==> config.mk <==
export PLATFORM = sky130hd
export DESIGN_NAME = exc_entry_unit
export DESIGN_NICKNAME = d
export VERILOG_FILES = /design/src/rtl/exc_entry_unit.sv
export SDC_FILE = /design/constraint.sdc
export NUM_CORES = 1
export LEC_CHECK = 0
export BUFFER_PORTS_ARGS = -buffer_cell sky130_fd_sc_hd__buf_4
export CORE_MARGIN = 1
export CORE_UTILIZATION = 44
export CTS_BUF_LIST = sky130_fd_sc_hd__clkbuf_16
export DETAILED_ROUTE_END_ITERATION = 12
export PLACE_DENSITY = 0.64
export SETUP_SLACK_MARGIN = 0.2
export SYNTH_ARGS = -nofsm -noshare
export SYNTH_HDL_FRONTEND = slang
export SYNTH_SLANG_ARGS = --single-unit
==> constraint.sdc <==
create_clock -name clk -period 8.5 [get_ports clk]
set_input_delay 0.85 -clock clk [delete_from_list [all_inputs] [get_ports clk]]
set_output_delay 0.85 -clock clk [all_outputs]
set_load 0.01 [all_outputs]
==> src/rtl/exc_entry_unit.sv <==
module exc_entry_unit #(
  parameter int XLEN = 64
) (
  input  logic            clk,
  input  logic            rst_n,
  input  logic            req_sync,
  input  logic            req_irq,
  input  logic            req_fiq,
  input  logic            req_serr,
  input  logic [XLEN-1:0] cur_pc,
  input  logic            lower_narrow,
  input  logic [XLEN-1:0] vbase,
  input  logic            eret,
  input  logic            mask_set,
  input  logic            mask_clr,
  input  logic [3:0]      mask_imm,
  input  logic            spsel_wr,
  input  logic            spsel_val,
  input  logic            sp_wr,
  input  logic [XLEN-1:0] sp_wdata,
  input  logic            bank_wr,
  input  logic [1:0]      bank_idx,
  input  logic [XLEN-1:0] bank_wdata,
  output logic [1:0]      cur_el,
  output logic            sp_sel,
  output logic [3:0]      daif,
  output logic [XLEN-1:0] active_sp,
  output logic            pc_load,
  output logic [XLEN-1:0] next_pc,
  output logic            exc_taken,
  output logic [1:0]      exc_kind,
  output logic [XLEN-1:0] saved_pc,
  output logic [6:0]      saved_status
);
  localparam int NLVL = 4;
  localparam int STW  = 7;

  logic [1:0]      el_q;
  logic            sel_q;
  logic [3:0]      msk_q;
  logic [XLEN-1:0] sp_q   [NLVL];
  logic [XLEN-1:0] elr_q  [NLVL];
  logic [STW-1:0]  spsr_q [NLVL];

  wire go_sync = req_sync;
  wire go_serr = req_serr & ~msk_q[2];
  wire go_fiq  = req_fiq  & ~msk_q[0];
  wire go_irq  = req_irq  & ~msk_q[1];
  wire enter   = go_sync | go_serr | go_fiq | go_irq;
  wire leave   = eret & ~enter & (el_q != 2'd0);

  logic [1:0] kind, group, tgt, sp_idx;
  always_comb begin
    if (go_sync)      kind = 2'd0;
    else if (go_serr) kind = 2'd3;
    else if (go_fiq)  kind = 2'd2;
    else              kind = 2'd1;
  end

  assign tgt    = (el_q == 2'd0) ? 2'd1 : el_q;
  assign group  = (el_q == 2'd0) ? (lower_narrow ? 2'd3 : 2'd2)
                                 : (sel_q ? 2'd1 : 2'd0);
  assign sp_idx = (el_q == 2'd0 || !sel_q) ? 2'd0 : el_q;

  wire [XLEN-1:0] vec_off  = XLEN'({group, kind, 7'b0});
  wire [3:0]      msk_next = (msk_q & ~(mask_clr ? mask_imm : 4'b0))
                           | (mask_set ? mask_imm : 4'b0);
  wire [STW-1:0]  cur_st   = {el_q, sel_q, msk_q};
  wire [STW-1:0]  ret_st   = spsr_q[el_q];

  always_ff @(posedge clk) begin
    if (!rst_n) begin
      el_q      <= 2'd3;
      sel_q     <= 1'b1;
      msk_q     <= 4'hF;
      pc_load   <= 1'b0;
      exc_taken <= 1'b0;
      exc_kind  <= 2'd0;
      next_pc   <= '0;
    end else begin
      pc_load   <= enter | leave;
      exc_taken <= enter;
      if (enter) begin
        el_q     <= tgt;
        sel_q    <= 1'b1;
        msk_q    <= 4'hF;
        exc_kind <= kind;
        next_pc  <= vbase + vec_off;
      end else if (leave) begin
        el_q    <= ret_st[6:5];
        sel_q   <= ret_st[4];
        msk_q   <= ret_st[3:0];
        next_pc <= elr_q[el_q];
      end else begin
        msk_q <= msk_next;
        if (spsel_wr && el_q != 2'd0) sel_q <= spsel_val;
      end
    end
  end

  for (genvar i = 0; i < NLVL; i++) begin : g_lvl
    always_ff @(posedge clk) begin
      if (!rst_n) begin
        sp_q[i]   <= '0;
        elr_q[i]  <= '0;
        spsr_q[i] <= '0;
      end else begin
        if (bank_wr && bank_idx == 2'(i))   sp_q[i] <= bank_wdata;
        else if (sp_wr && sp_idx == 2'(i))  sp_q[i] <= sp_wdata;
        if (enter && tgt == 2'(i)) begin
          elr_q[i]  <= cur_pc;
          spsr_q[i] <= cur_st;
        end
      end
    end
  end

  assign cur_el       = el_q;
  assign sp_sel       = sel_q;
  assign daif         = msk_q;
  assign active_sp    = sp_q[sp_idx];
  assign saved_pc     = elr_q[el_q];
  assign saved_status = spsr_q[el_q];
endmodule

==> flow_summary.toml <==
[grt]
gr-usage-all-layers_pct = 27.8
grt_pass1_vias = 20481
grt_max_degree = 73
use_met2_pct = 43.5
antenna_found_initial = 28
grt_busiest_layer = "met2"
grtUsageMet3_pct = 6.39
gr-total-overflow = 0
met1_usage_pct = 36.4
grt_pass1_wl_mm = 137

[synthesis]
synth.cell_area_um2 = 28700
ys_warn_count = 0
synth-seq-cells = 617
synthCells = 2069
synth_edf_count = 540
synth.distinct_cells = 66
synth.most_common_cell = "edfxtp_1"
postSynthAreaPerCell_um2 = 13.9
post-synth-top-area-cell = "edfxtp_1"
synth_top_area_share_pct = 56.4
synth_common_cells = "540 x edfxtp_1, 384 x a22o_1, 208 x and2_1"
synth-async-reset-ratio_pct = 0
ys_seq_area_share_pct = 61.8
ys.flop_type = "edfxtp_1"
ys_top_cells_by_area = "edfxtp_1 56%, a22o_1 12%, mux4_2 5.6%, dfxtp_1 5.4%, and2_1 4.5%"

[floorplan]
ios = 486
core_area_um2 = 64500
rows = 93
die_w_um = 258
die_height_um = 258
initial_core_util_pct = 44.6
die-area_um2 = 66300

[timing]
setup_viol = 0
relSlewSlack_pct = 15.3
rsz0062_at_grt = "no"
tns_ns = 0
tightest_slew_ns = 1.26
fin_crit_sh_pct = 51.5
hold_violations = 0
skew_ns = 0.0314
max_freq_mhz = 228
period_minus_slack_ns = 4.38
fin_ws_ns = 4.12
maxSlewViolCount = 0

[place]
port_buffers = 485
post-place-ws_ns = 4.39
dp_cells = 3336
placedInstanceArea_um2 = 33500
gp_congestion = 0.894
dp_hpwl_mm = 58.8

[power_and_ir_drop]
clkPwrFrac_pct = 36.9
p_int_mw = 5.87
netSwitchingPower_mw = 2.04
ir_worst_vdd_mv = 0.193
p_comb_share_pct = 16.6
power_density_nw_per_um2 = 221
leakagePower_nw = 14.3
p_sw_share_pct = 25.8
p_seq_share_pct = 46.5
power_mw = 7.90

[drt]
drc = 0
wl_mm = 94.4
wl_per_cell_um = 27.1
dr.pass1.iters = 8
vias_per_cell = 6.03
detail-route-antenna-nets = 0
drt-initial-drc-count = 1983
dr_total_vias = 20988

[final_layout]
regArea_um2 = 17800
fillers = 5422
fin_area_um2 = 35700
nNetsFinal = 2832
final_cells = 3483
drive_gt1_share_pct = 30.4
multi_input_area_um2 = 10700
syn_to_final_growth_pct = 24.3

[worst_setup_path]
ff2ff_setup_slack_ns = 4.51
critPathKind = "reg -> out"
arrival_ns = 3.53
cp_slowest_cell = "buf_4"
critPathCaptureType = "primary output"
worstSetupStartpointType = "flop"
cpPeakStageDelay_ns = 0.78
crit_path_frequent_cell = "buf_4"
crit_chain = "buf_4 > nor2b_4 > buf_4 > a22o_1 > a22o_1 > buf_4"
cp_max_fo = 64
cp.required_ns = 7.65

[clock_network]
cts_hold_buf = 0
postCtsSetupRepairBufs = 0
cts_buffers = 68
clkSinkCount = 617
clock_latency_ns = 0.61
ctsResizeCount = 0
clkTransAtPathRegs_ns = 0.06
cts_root_buffer = "clkbuf_16"
clock_path_buffers = 3
ctsHtreeMaxLevel = 3
cts_tree = "done"

[job]
cap_violations = 0

[status]
status = "finished, final reports clean"

[worst_hold_path]
hp-class = "reg -> reg"
[per-layer routing]
| metal | up-vias | wire [um] |
|---|---|---|
| li1 | 9146 | - |
| met1 | 10586 | 36800 |
| met2 | 1025 | 44500 |
| met3 | 219 | 8190 |
| met4 | 12 | 4810 |
| met5 | - | 63 |
[sequential cells by signal, indices dropped and copies added, names as in the netlist, named ones only]
signal and count:
elr_q 256, sp_q 256, next_pc 64, spsr_q 28, daif 4, cur_el 2, exc_kind 2, exc_taken 1
pc_load 1, sp_sel 1
[per-stage QoR]
step | hold WS (ns) | util, %
after floorplan | 0.476 | -
after global placement | 0.454 | 51.9
after detailed placement | 0.467 | 51.9
after CTS | 0.456 | 55.3
after global routing | 0.469 | 55.4
final | 0.482 | 55.4
[path summary, 6_finish.rpt]
| path | from | endpoint | depth (start not counted) |
|---|---|---|---|
| worst max-delay path | cur_el[0] | active_sp[52] | 6 |
| worst min-delay path | exc_kind[0] | exc_kind[0] | 2 |
| worst min register to register | exc_kind[0] | exc_kind[0] | 2 |
| worst max register to register | cur_el[0] | next_pc[25] | 10 |
[worst max-delay path, delay by kind of cell, from the launching register on]
kind / cells / cell delay [ns]
AND/OR/NAND/NOR: 1 / 0.28
AO/OA/AOI/OAI: 2 / 0.43
flip-flops: 1 / 0.57
buffers and inverters: 3 / 1.61
[cells by family (layout without fill, tap and decap cells)]
family	count (synthesis)	count (layout)	share of synthesized area (%)
flip-flops	617	617	61.8
AND/OR/NAND/NOR	558	558	10.8
XOR/XNOR	29	29	0.884
multiplexers	152	152	8.67
other	1	97	0.0131
buffers and inverters	186	649	2.53
adder cells (fa/ha/maj)	5	5	0.244
AO/OA/AOI/OAI	521	521	15.1
[power groups by stage]
stage                     Sequential, mW  Combinational (mW)  Clock, mW
after floorplan                     3.73               0.657          0
after global placement              3.73                1.29          0
after detailed placement            3.74                1.30          0
after CTS                           3.68                1.31       2.95
after global routing                3.70                1.38       3.05
final                               3.68                1.31       2.91
[cell type report]
type | count | share of cell area (%)
clock inverter | 52 | 1.13
tap | 855 | 3.00
timing repair buffer | 516 | 10.8
inverter | 10 | 0.112
clock buffer | 71 | 4.97
antenna | 24 | 0.168
multi-input combinational | 1338 | 30.0
sequential | 617 | 49.8
[cells in the final DEF (no fill, tap or decap), drive strengths merged, types with 24 or more instances in the layout]
master / count
diode: 24
nor2: 48
mux2: 65
nand3: 28
and2: 208
a21oi: 35
nor3: 24
dfxtp: 77
clkinv: 26
a22o: 384
mux4: 71
nand2: 137
xnor2: 26
clkbuf: 71
conb: 73
inv: 30
buf: 516
edfxtp: 540
(Power assumes the default switching activity.)
